**src/rtl/pmu_irq_pkg.sv**
```systemverilog
package pmu_irq_pkg;
  localparam int NUM_BANKS = 3;
  localparam int BANK_W    = 8;
  localparam int ADDR_W    = 4;
  localparam int STAT_BASE  = 0;
  localparam int LMASK_BASE = 4;
  localparam int SMASK_BASE = 8;

  typedef enum logic [1:0] {
    KIND_NONE  = 2'd0,
    KIND_STAT  = 2'd1,
    KIND_LMASK = 2'd2,
    KIND_SMASK = 2'd3
  } reg_kind_e;
endpackage

```
**src/rtl/pmu_irq_decode.sv**
```systemverilog
module pmu_irq_decode
  import pmu_irq_pkg::*;
#(
  parameter int NBANK  = NUM_BANKS,
  parameter int AW     = ADDR_W,
  parameter int BIDX_W = (NBANK > 1) ? $clog2(NBANK) : 1,
  parameter int S_BASE = STAT_BASE,
  parameter int L_BASE = LMASK_BASE,
  parameter int M_BASE = SMASK_BASE
) (
  input  logic [AW-1:0]     addr_i,
  output reg_kind_e         kind_o,
  output logic [BIDX_W-1:0] bank_o
);
  logic [AW-1:0] off_s, off_l, off_m;

  assign off_s = addr_i - AW'(S_BASE);
  assign off_l = addr_i - AW'(L_BASE);
  assign off_m = addr_i - AW'(M_BASE);

  always_comb begin
    kind_o = KIND_NONE;
    bank_o = '0;
    if (addr_i >= AW'(S_BASE) && off_s < AW'(NBANK)) begin
      kind_o = KIND_STAT;
      bank_o = off_s[BIDX_W-1:0];
    end else if (addr_i >= AW'(L_BASE) && off_l < AW'(NBANK)) begin
      kind_o = KIND_LMASK;
      bank_o = off_l[BIDX_W-1:0];
    end else if (addr_i >= AW'(M_BASE) && off_m < AW'(NBANK)) begin
      kind_o = KIND_SMASK;
      bank_o = off_m[BIDX_W-1:0];
    end
  end
endmodule

```
**src/rtl/pmu_irq_bank.sv**
```systemverilog
module pmu_irq_bank #(
  parameter int W = 8
) (
  input  logic         clk_i,
  input  logic         rst_ni,
  input  logic [W-1:0] evt_i,
  input  logic         stat_we_i,
  input  logic         lmask_we_i,
  input  logic         smask_we_i,
  input  logic [W-1:0] wdata_i,
  output logic [W-1:0] stat_o,
  output logic [W-1:0] lmask_o,
  output logic [W-1:0] smask_o,
  output logic         pend_o
);
  logic [W-1:0] stat_q, lmask_q, smask_q;
  logic [W-1:0] capt, clr;

  assign capt = evt_i & ~smask_q;
  assign clr  = stat_we_i ? wdata_i : '0;

  always_ff @(posedge clk_i or negedge rst_ni) begin
    if (!rst_ni) begin
      stat_q  <= '0;
      lmask_q <= '1;
      smask_q <= '0;
    end else begin
      // capture after clear: event wins
      stat_q <= (stat_q & ~clr) | capt;
      if (lmask_we_i) lmask_q <= wdata_i;
      if (smask_we_i) smask_q <= wdata_i;
    end
  end

  assign stat_o  = stat_q;
  assign lmask_o = lmask_q;
  assign smask_o = smask_q;
  assign pend_o  = |(stat_q & ~lmask_q & ~smask_q);


  capture_set_chk: assert property (@(posedge clk_i) disable iff (!rst_ni)
    (|(evt_i & ~smask_q)) |=> ((stat_q & $past(evt_i & ~smask_q)) == $past(evt_i & ~smask_q)));

  masked_not_set_chk: assert property (@(posedge clk_i) disable iff (!rst_ni)
    1'b1 |=> ((stat_q & ~$past(stat_q) & ~$past(evt_i & ~smask_q)) == '0));

  w1c_clear_chk: assert property (@(posedge clk_i) disable iff (!rst_ni)
    stat_we_i |=> ((stat_q & $past(wdata_i & ~evt_i)) == '0));

  evt_beats_clr_chk: assert property (@(posedge clk_i) disable iff (!rst_ni)
    (stat_we_i && |(evt_i & wdata_i & ~smask_q)) |=> ((stat_q & $past(evt_i & wdata_i & ~smask_q)) != '0));
endmodule

```
**src/rtl/pmu_irq_collect.sv**
```systemverilog
module pmu_irq_collect
  import pmu_irq_pkg::*;
#(
  parameter int NBANK  = NUM_BANKS,
  parameter int BW     = BANK_W,
  parameter int AW     = ADDR_W,
  parameter int NSRC   = NBANK * BW,
  parameter int BIDX_W = (NBANK > 1) ? $clog2(NBANK) : 1
) (
  input  logic            clk_i,
  input  logic            rst_ni,
  input  logic [NSRC-1:0] evt_i,
  input  logic            we_i,
  input  logic [AW-1:0]   addr_i,
  input  logic [BW-1:0]   wdata_i,
  output logic [BW-1:0]   rdata_o,
  output logic            irq_o
);
  reg_kind_e         kind;
  logic [BIDX_W-1:0] bsel;
  logic [BW-1:0]     stat_b  [NBANK];
  logic [BW-1:0]     lmask_b [NBANK];
  logic [BW-1:0]     smask_b [NBANK];
  logic [NBANK-1:0]  pend_b;
  logic [NBANK-1:0]  stat_any_b;
  logic              irq_q;

  pmu_irq_decode #(.NBANK(NBANK), .AW(AW), .BIDX_W(BIDX_W)) u_dec (
    .addr_i (addr_i),
    .kind_o (kind),
    .bank_o (bsel)
  );

  for (genvar b = 0; b < NBANK; b++) begin : g_bank
    logic hit;
    assign hit = we_i && (bsel == BIDX_W'(b));

    pmu_irq_bank #(.W(BW)) u_bank (
      .clk_i      (clk_i),
      .rst_ni     (rst_ni),
      .evt_i      (evt_i[b*BW +: BW]),
      .stat_we_i  (hit && kind == KIND_STAT),
      .lmask_we_i (hit && kind == KIND_LMASK),
      .smask_we_i (hit && kind == KIND_SMASK),
      .wdata_i    (wdata_i),
      .stat_o     (stat_b[b]),
      .lmask_o    (lmask_b[b]),
      .smask_o    (smask_b[b]),
      .pend_o     (pend_b[b])
    );
    assign stat_any_b[b] = |stat_b[b];
  end

  always_comb begin
    rdata_o = '0;
    unique case (kind)
      KIND_STAT:  rdata_o = stat_b[bsel];
      KIND_LMASK: rdata_o = lmask_b[bsel];
      KIND_SMASK: rdata_o = smask_b[bsel];
      default:    rdata_o = '0;
    endcase
  end

  always_ff @(posedge clk_i or negedge rst_ni) begin
    if (!rst_ni) irq_q <= 1'b0;
    else         irq_q <= |pend_b;
  end
  assign irq_o = irq_q;


  irq_needs_status_chk: assert property (@(posedge clk_i) disable iff (!rst_ni)
    irq_o |-> $past(|stat_any_b));

  unused_reads_zero_chk: assert property (@(posedge clk_i) disable iff (!rst_ni)
    (kind == KIND_NONE) |-> (rdata_o == '0));

  reset_quiet_chk: assert property (@(posedge clk_i)
    !rst_ni |-> !irq_o);
endmodule

```
**config.mk**
```make
export PLATFORM = sky130hd
export DESIGN_NAME = pmu_irq_collect
export DESIGN_NICKNAME = d
export VERILOG_FILES = /design/src/rtl/pmu_irq_pkg.sv /design/src/rtl/pmu_irq_decode.sv /design/src/rtl/pmu_irq_bank.sv /design/src/rtl/pmu_irq_collect.sv
export SDC_FILE = /design/constraint.sdc
export NUM_CORES = 1
export LEC_CHECK = 0
export BUFFER_PORTS_ARGS = -buffer_cell sky130_fd_sc_hd__buf_4
export CAP_MARGIN = 20
export CORE_MARGIN = 10
export CORE_UTILIZATION = 41
export CTS_BUF_LIST = sky130_fd_sc_hd__clkbuf_4
export DETAILED_ROUTE_END_ITERATION = 10
export GPL_TIMING_DRIVEN = 0
export SLEW_MARGIN = 15
export SYNTH_ARGS = -nofsm -noshare
export SYNTH_HDL_FRONTEND = slang
export SYNTH_SLANG_ARGS = --single-unit
```
**constraint.sdc**
```tcl
create_clock -name clk_i -period 2.7 [get_ports clk_i]
set_input_delay 0.405 -clock clk_i [delete_from_list [all_inputs] [get_ports clk_i]]
set_output_delay 0.405 -clock clk_i [all_outputs]
set_load 0.01 [all_outputs]
```
==> metrics.txt, run 1 <==
Distinct cells, synth 37; Critical Path End Type output pin; FFs w/ async S/R, synth 100.0%; port bufs 46; Period minus WS final 2.412 ns; Final Instance Area 4536 sq um; CP arrival 2.01 ns; CTS resizes 0; die width 117.5 microns; crit path launch type input port; final RePlAce weighted congestion 0.8924; CTS tree done; Vias/cell 5.831; Final setup viols 0; Routed WL 12.86 mm; power per cell area 623.5 nW/um^2; setup_tns 0 ns; Post-synth EDFFs 0; Max Slew Vio Count 0; Die ar. 13800 sq um; # DRC 0; I/O pin cnt 48; Vias 3551; Lkg Pwr 1.985 nW; GRT Total Usage 18.37%; overflow left after global routing 0; starting density of the core 42.15%; final period utilization 89.35%; drt first pass iters 5; MaxCap Viol Count 0; fin nets 514; ant diodes 0; Slew Limit Headroom 38.05%; CTS root buffer clkbuf_4; Reg clk slew, reported paths 0.13 ns; worst path required time 2.30 ns; global-route wire length before repair 20.17 mm; skew final 0.02083 ns; # fillers 924; hpwl dp 8.979 mm; vias in the first global route 3605; Layout Area Growth over Synthesis 16.45%; #FFs+latches synth 73; initial antenna violation count 0; share of cells above drive strength 1 30.21%; crit path kind input port to output pin; postcts setup bufs 0; crit path max fanout 10; Net Count, Synth 457; Mapped Cells 418; final hold violations 0; outcome complete, no violations; synthesized area 3895 sq um; Clock Path Buffers 2; HP Class input port to async pin; H-tree Lvls 3; unrepaired setup endpoints after global routing false; DRT iter0 DRCs 418; actual slew at the worst max-slew pin 0.9292 ns; Max Freq 0.4145 GHz; largest net degree at the start of global routing 74; register area share after synthesis 47.67%; DP Area 4402 sq um; Final ANT Viol Nets 0; Avg Synthesized Cell Area 9.318 sq um; Synth Flop Type dfrtp_1; FP Rows 35; Die Span Y 117.5 microns; Clock Latency Late Sink 0.45 ns; WL per Instance 21.11 microns; core area 9240 sq um; Ys Warns 0; Peak supply drop 0.3070 mV; hold buffer count at cts 0; Inserted Clock Buffers 9; Num Clock Sinks 73
-- through the flow --
stage / hold WS (ns) / total power [mW] / setup slack [ns] / utilization, % / instances
after floorplan: 0.1094 / 1.848 / 0.8287 / - / 418
after global placement: 0.4972 / 2.113 / 0.3868 / 47.64 / 593
after detailed placement: 0.5022 / 2.130 / 0.3446 / 47.64 / 593
after CTS: 0.09518 / 2.833 / 0.3466 / 49.09 / 609
after global routing: 0.1272 / 2.982 / 0.2821 / 49.09 / 609
final: 0.07581 / 2.828 / 0.2877 / 49.09 / 609
-- report_power, final --
group          leakage [nW]  internal, mW  switching [mW]
combinational          1.14         0.274           0.376
clock                0.0787         0.308           0.394
sequential            0.767          1.33           0.145
-- logic make-up (layout without fill, tap and decap cells) --
kind of cell | count (synthesis) | in the layout | synth area share, %
flip-flops | 73 | 73 | 47.67
buffers and inverters | 58 | 120 | 7.806
multiplexers | 16 | 16 | 4.626
AND/OR/NAND/NOR | 136 | 136 | 17.35
XOR/XNOR | 1 | 1 | 0.4177
AO/OA/AOI/OAI | 134 | 134 | 22.13
-- per-layer routing --
metal / track usage [%] / routed length (microns)
met1: 23.37 / 5490
met3: 5.516 / 1094
met4: 6.801 / 325
met2: 28.67 / 5948
met5: 0 / 0
-- synth_stat cells (2+ instances only) --
cell	count	area (sq um)
a31o_2	14	122.6
mux2_2	16	180.2
buf_2	7	35.03
nand4_1	3	18.77
and3_1	2	12.51
and4b_1	2	20.02
o21ai_0	71	355.3
dfstp_2	24	630.6
nor2_8	2	40.04
a22o_1	16	140.1
clkbuf_2	2	10.01
buf_4	4	30.03
nor2b_1	2	12.51
inv_1	32	120.1
clkbuf_1	5	18.77
o221ai_1	8	70.07
nor2_1	32	120.1
nand2_2	2	12.51
a31oi_1	2	12.51
a21oi_1	7	35.03
dfrtp_1	49	1226
nand3_1	40	200.2
o21ai_1	2	10.01
buf_6	8	90.09
a22oi_1	12	90.09
nand2_1	43	161.4
-- sequential cells by signal (all words and copies together), names as in the netlist --
| register | flops |
|---|---|
| g_bank.u_bank.stat_o | 24 |
| irq_o | 1 |
| g_bank.u_bank.lmask_o | 24 |
| g_bank.u_bank.smask_o | 24 |
-- cell usage in the layout (no fill, tap or decap), drive strengths merged, types with 8 or more instances in the layout --
master and n:
a22o 16, buf 65, inv 32, nand2 45, o21ai 73, a22oi 12
a21oi 8, nand3 41, clkbuf 19, o221ai 8, nor2 35, dfrtp 49
mux2 16, dfstp 24, a31o 14
-- final cells by class --
type / count / area, sq um / area share (%)
Sequential cell: 73 / 1857 / 40.94
Multi-Input combinational cell: 287 / 1734 / 38.23
Timing Repair Buffer: 46 / 345.3 / 7.614
Buffer: 26 / 183.9 / 4.055
Tap cell: 129 / 161.4 / 3.559
Inverter: 32 / 120.1 / 2.648
Clock buffer: 12 / 90.09 / 1.986
Clock inverter: 4 / 43.79 / 0.9655
-- critical path: stages --
cell	delay (ns)
buf_4	0.13
xnor2_2	0.55
buf_4	0.32
o21ai_0	0.11
a31o_2	0.25
nand3_1	0.10
buf_4	0.14
-- final timing paths --
check | start | end | slack, ns | cells after the start
worst max-delay path | addr_i[0] | rdata_o[2] | 0.29 | 7
worst max register to register | g_bank[0].u_bank.lmask_o[6]$_DFFE_PN1P_ | irq_o$_DFF_PN0_ | 1.17 | 4
worst min register to register | g_bank[0].u_bank.lmask_o[5]$_DFFE_PN1P_ | g_bank[0].u_bank.lmask_o[5]$_DFFE_PN1P_ | 0.52 | 2
max in group asynchronous | rst_ni | g_bank[2].u_bank.smask_o[7]$_DFFE_PN0P_ | 2.01 | 1
worst min-delay path | rst_ni | g_bank[1].u_bank.smask_o[2]$_DFFE_PN0P_ | 0.08 | 1
min in group clk_i | evt_i[20] | g_bank[2].u_bank.stat_o[4]$_DFF_PN0_ | 0.18 | 2
Note: power is estimated with default switching activity, not from simulation.
==> run 2, diff against run 1 <==
BUFFER_PORTS_ARGS = -buffer_cell sky130_fd_sc_hd__buf_2   (was -buffer_cell sky130_fd_sc_hd__buf_4)
==> metrics.txt, run 2 (synthesis results as in run 1) <==
outcome complete, no violations; Comb power frac 21.6%; worst setup margin 0.2862 ns; final period utilization 89.40%; HP Class input port to flop; CP arrival 2.01 ns; Max Slew Vio Count 0; unrepaired setup endpoints after global routing false; Pwr Total 2.908 mW; pre-CTS setup slack 0.3394 ns; power per cell area 647.9 nW/um^2; crit path launch type input port; Layout Area Growth over Synthesis 15.23%; Slew Limit Headroom 55.41%; Clock Latency Late Sink 0.44 ns; Final ANT Viol Nets 0; Clock Path Buffers 2; Hold Path Depth 2; Final setup viols 0; global-route wire length before repair 20.15 mm; worst path required time 2.30 ns; overflow left after global routing 0; commonest non-fill, non-tap cells in the layout o21ai_0 (71), buf_2 (52), dfrtp_1 (49); fin nets 516; Clock power frac 27.7%; starting density of the core 42.15%; H-tree Lvls 3; final RePlAce weighted congestion 0.8899; vias in the first global route 3585; core area 9240 sq um; initial antenna violation count 0; Die Span Y 117.5 microns; FF-to-FF End irq_o$_DFF_PN0_; sequential share of power 50.7%; # DRC 0; RR Startpoint g_bank[2].u_bank.lmask_o[7]$_DFFE_PN1P_; hpwl dp 9.142 mm; largest net degree at the start of global routing 47; drt first pass iters 7; crit path to rdata_o[7]; crit path max fanout 10; setup_tns 0 ns; Vias/cell 5.800; Net Sw Frac 32.55%; GRT Total Usage 18.36%; internal power 1.961 mW; Vias 3544; Psw 0.9466 mW; MaxCap Viol Count 0; share of cells above drive strength 1 30.29%; Die ar. 13800 sq um; Hold Slack 0.1778 ns; actual slew at the worst max-slew pin 0.6655 ns; port bufs 46; CP Launch Point addr_i[0]; Critical Path End Type output pin; ant diodes 0; postcts setup bufs 0; Num Clock Sinks 73; Max Freq 0.4143 GHz; I/O pin cnt 48; Inserted Clock Buffers 9; Period minus WS final 2.414 ns; Routed WL 12.74 mm; most common cell after layout, fill and taps aside o21ai_0; Peak supply drop 0.2779 mV; r2r setup slk 1.16 ns; crit path kind input port to output pin; Lkg Pwr 1.971 nW; FP Rows 35; final hold violations 0; DRT iter0 DRCs 349; CTS tree done; skew final 0.01426 ns; WL per Instance 20.85 microns; Reg clk slew, reported paths 0.13 ns; CTS resizes 0; Worst Reg-to-Reg Cells 4; die width 117.5 microns; CTS root buffer clkbuf_4
## run 2: what timing repair did
item / CTS / global route
hold buffers: 1 / 0
endpoints found under the setup margin: 0 / 0
hold endpoints to repair: 18 / 0
## run 2: power by group through the flow
stage               sequential [mW]  clock [mW]  combinational (mW)
finish                         1.47       0.805               0.629
global route                   1.50       0.870               0.704
CTS                            1.47       0.816               0.623
detailed placement             1.49           0               0.619
global placement               1.48           0               0.603
floorplan                      1.44           0               0.410
## run 2: per-layer routing
metal	vias up	GRT usage [%]	share of wire, %	routed length (microns)
met5	-	0	0	0
met4	0	6.801	2.7	340
met3	30	4.844	7.7	985
met2	157	28.08	46	5864
met1	1757	24.25	44	5551
li1	1600	-	-	-
## run 2: critical path, cell delays in order
cell	delay [ns]
buf_2	0.13
xnor2_2	0.55
buf_4	0.31
o21ai_0	0.12
a31o_2	0.27
nand3_1	0.09
buf_2	0.13
## run 2: through the flow
step	cells	area, sq um	utilization [%]
2_1_floorplan	418	3895	-
3_3_place_gp	593	4287	46.39
3_5_place_dp	594	4317	46.72
4_1_cts	611	4488	48.57
5_1_grt	611	4488	48.57
6_report	611	4488	48.57
## run 2: final cells by class
type | count | area, sq um
Sequential cell | 73 | 1857
Tap cell | 129 | 161.4
Buffer | 26 | 183.9
Fill cell | 937 | 4752
Multi-Input combinational cell | 287 | 1734
Timing Repair Buffer | 48 | 270.3
Clock buffer | 9 | 67.56
Clock inverter | 7 | 93.84
Inverter | 32 | 120.1
## run 2: worst min-delay path by stage
stage / start / to / slack (ns)
floorplan: rst_ni / g_bank[0].u_bank.smask_o[0]$_DFFE_PN0P_ / 0.11
global placement: g_bank[0].u_bank.lmask_o[6]$_DFFE_PN1P_ / g_bank[0].u_bank.lmask_o[6]$_DFFE_PN1P_ / 0.50
detailed placement: rst_ni / g_bank[1].u_bank.smask_o[5]$_DFFE_PN0P_ / 0.36
CTS: evt_i[13] / g_bank[1].u_bank.stat_o[5]$_DFF_PN0_ / 0.17
global route: evt_i[22] / g_bank[2].u_bank.stat_o[6]$_DFF_PN0_ / 0.16
finish: evt_i[13] / g_bank[1].u_bank.stat_o[5]$_DFF_PN0_ / 0.18
==> run 3, diff against run 2 <==
ABC_AREA = 1   (was default)
CORE_ASPECT_RATIO = 0.9   (was default)
==> metrics.txt, run 3 <==
outcome complete, no violations; # DRC 0; dominant cell type by area after synthesis dfrtp_1; CTS root buffer clkbuf_4; core area 9742 sq um; most common cell after layout, fill and taps aside nand2_1; Peak supply drop 0.4099 mV; Vias 3896; Max Freq 0.4159 GHz; power per cell area 592.8 nW/um^2; crit path max fanout 10; die width 125.6 microns; H-tree Lvls 3; Clock Path Buffers 2; Final setup viols 0; crit path kind input port to output pin; fin nets 627; final period utilization 89.06%; crit path launch type input port; Distinct cells, synth 25; Num Clock Sinks 73; Synth Flop Type dfrtp_1; Routed WL 12.76 mm; ant diodes 0; share of cells above drive strength 1 21.92%; commonest non-fill, non-tap cells in the layout nand2_1 (173), inv_1 (55), dfrtp_1 (49); Ys Warns 0; Max Slew Vio Count 0; drt first pass iters 5; HP Class input port to flop; #FFs+latches synth 73; final RePlAce weighted congestion 0.9239; GRT Total Usage 18.08%; FP Rows 34; Synth area leaders dfrtp_1 (30%), nand2_1 (16%), dfstp_2 (15%); MaxCap Viol Count 0; Lkg Pwr 2.278 nW; Mapped Cells 530; Pwr Total 2.746 mW; area fraction of the dominant cell type after synthesis 29.82%; setup_tns 0 ns; Layout Area Growth over Synthesis 12.66%; WL per Instance 17.74 microns; unrepaired setup endpoints after global routing false; skew final 0.01472 ns; Critical Path End Type output pin; hpwl dp 9.784 mm; Slew Limit Headroom 56.54%; DRT iter0 DRCs 271; top cells by instance count after synthesis nand2_1 (173), inv_1 (55), dfrtp_1 (49), nand3_1 (42), o21ai_0 (41); global-route wire length before repair 20.82 mm; Die ar. 14440 sq um; Net Count, Synth 569; synthesized area 4111 sq um; Inserted Clock Buffers 9; register area share after synthesis 45.16%; largest net degree at the start of global routing 40; Final ANT Viol Nets 0; Period minus WS final 2.404 ns; actual slew at the worst max-slew pin 0.6520 ns; worst path required time 2.30 ns; overflow left after global routing 0; Vias/cell 5.419; Die Span Y 115 microns; Clock Latency Late Sink 0.45 ns; I/O pin cnt 48; Post-synth EDFFs 0; initial antenna violation count 0; starting density of the core 42.20%; final hold violations 0; CTS tree done; vias in the first global route 3926; Avg Synthesized Cell Area 7.757 sq um; Reg clk slew, reported paths 0.13 ns; CP arrival 2.00 ns; port bufs 45; most frequent cell after synthesis nand2_1; FFs w/ async S/R, synth 100.0%
-- run 3: area by class of cell --
cell class	instances	area, sq um
well taps	126	157.7
plain buffers	22	151.4
inverters	59	226.5
clock inverters	5	22.52
clock buffers	11	82.58
multi-input cells	376	1877
fillers	1015	5110
repair buffers	47	257.7
flip-flops and latches	73	1857
-- run 3: critical path: stages --
cell and delay, ns:
buf_4 0.16, nand2_2 0.08, nand2_1 0.06, clkinv_1 0.25, clkbuf_1 0.55, o21ai_0 0.19, nand3_1 0.15, buf_2 0.15
-- run 3: timing repair --
action / in CTS / in global routing
resized for setup: 0 / 0
hold buffers: 1 / 0
endpoints found under the hold margin: 26 / 0
buffers inserted: 0 / 0
-- run 3: final timing paths --
path	startpoint	end	slack [ns]	cells after the start
max in group asynchronous	rst_ni	g_bank[0].u_bank.lmask_o[7]$_DFFE_PN1P_	1.61	3
hold reg to reg	g_bank[1].u_bank.lmask_o[6]$_DFFE_PN1P_	g_bank[1].u_bank.lmask_o[6]$_DFFE_PN1P_	0.49	2
hold / removal	evt_i[3]	g_bank[0].u_bank.stat_o[3]$_DFF_PN0_	0.15	3
min in group asynchronous	rst_ni	g_bank[1].u_bank.stat_o[2]$_DFF_PN0_	0.44	2
setup reg to reg	g_bank[2].u_bank.lmask_o[6]$_DFFE_PN1P_	irq_o$_DFF_PN0_	1.50	4
setup / recovery	addr_i[0]	rdata_o[5]	0.30	8
-- run 3: per-layer routing --
metal,vias up,global-route usage (%),part of all wire (%)
met1,1883,23.01,45
met3,19,6.075,7.6
met5,-,0,0
met4,0,4.525,1.5
met2,138,29.01,46
li1,1856,-,-
-- run 3: logic make-up (layout without fill, tap and decap cells) --
family	Yosys count	count (layout)	synth area share, %
flops	73	73	45.16
buf+inv	81	144	9.191
simple gates	301	301	35.06
compound gates	75	75	10.59
-- run 3: through the flow --
| stage | hold WS, ns | std cells | area [sq um] | utilization, % | setup WS, ns |
|---|---|---|---|---|---|
| after floorplan | 0.1094 | 530 | 4111 | - | 0.9440 |
| after global placement | 0.4569 | 701 | 4494 | 46.13 | 0.3679 |
| after detailed placement | 0.3913 | 702 | 4517 | 46.37 | 0.3395 |
| after CTS | 0.1400 | 719 | 4632 | 47.55 | 0.3325 |
| after global routing | 0.1278 | 719 | 4632 | 47.55 | 0.1893 |
| final | 0.1470 | 719 | 4632 | 47.55 | 0.2955 |
-- run 3: power by group --
part / total (mW) / internal [mW] / switching, mW
clock network: 0.588 / 0.198 / 0.390
registers: 1.44 / 1.31 / 0.123
logic: 0.721 / 0.270 / 0.450
total: 2.75 / 1.78 / 0.963
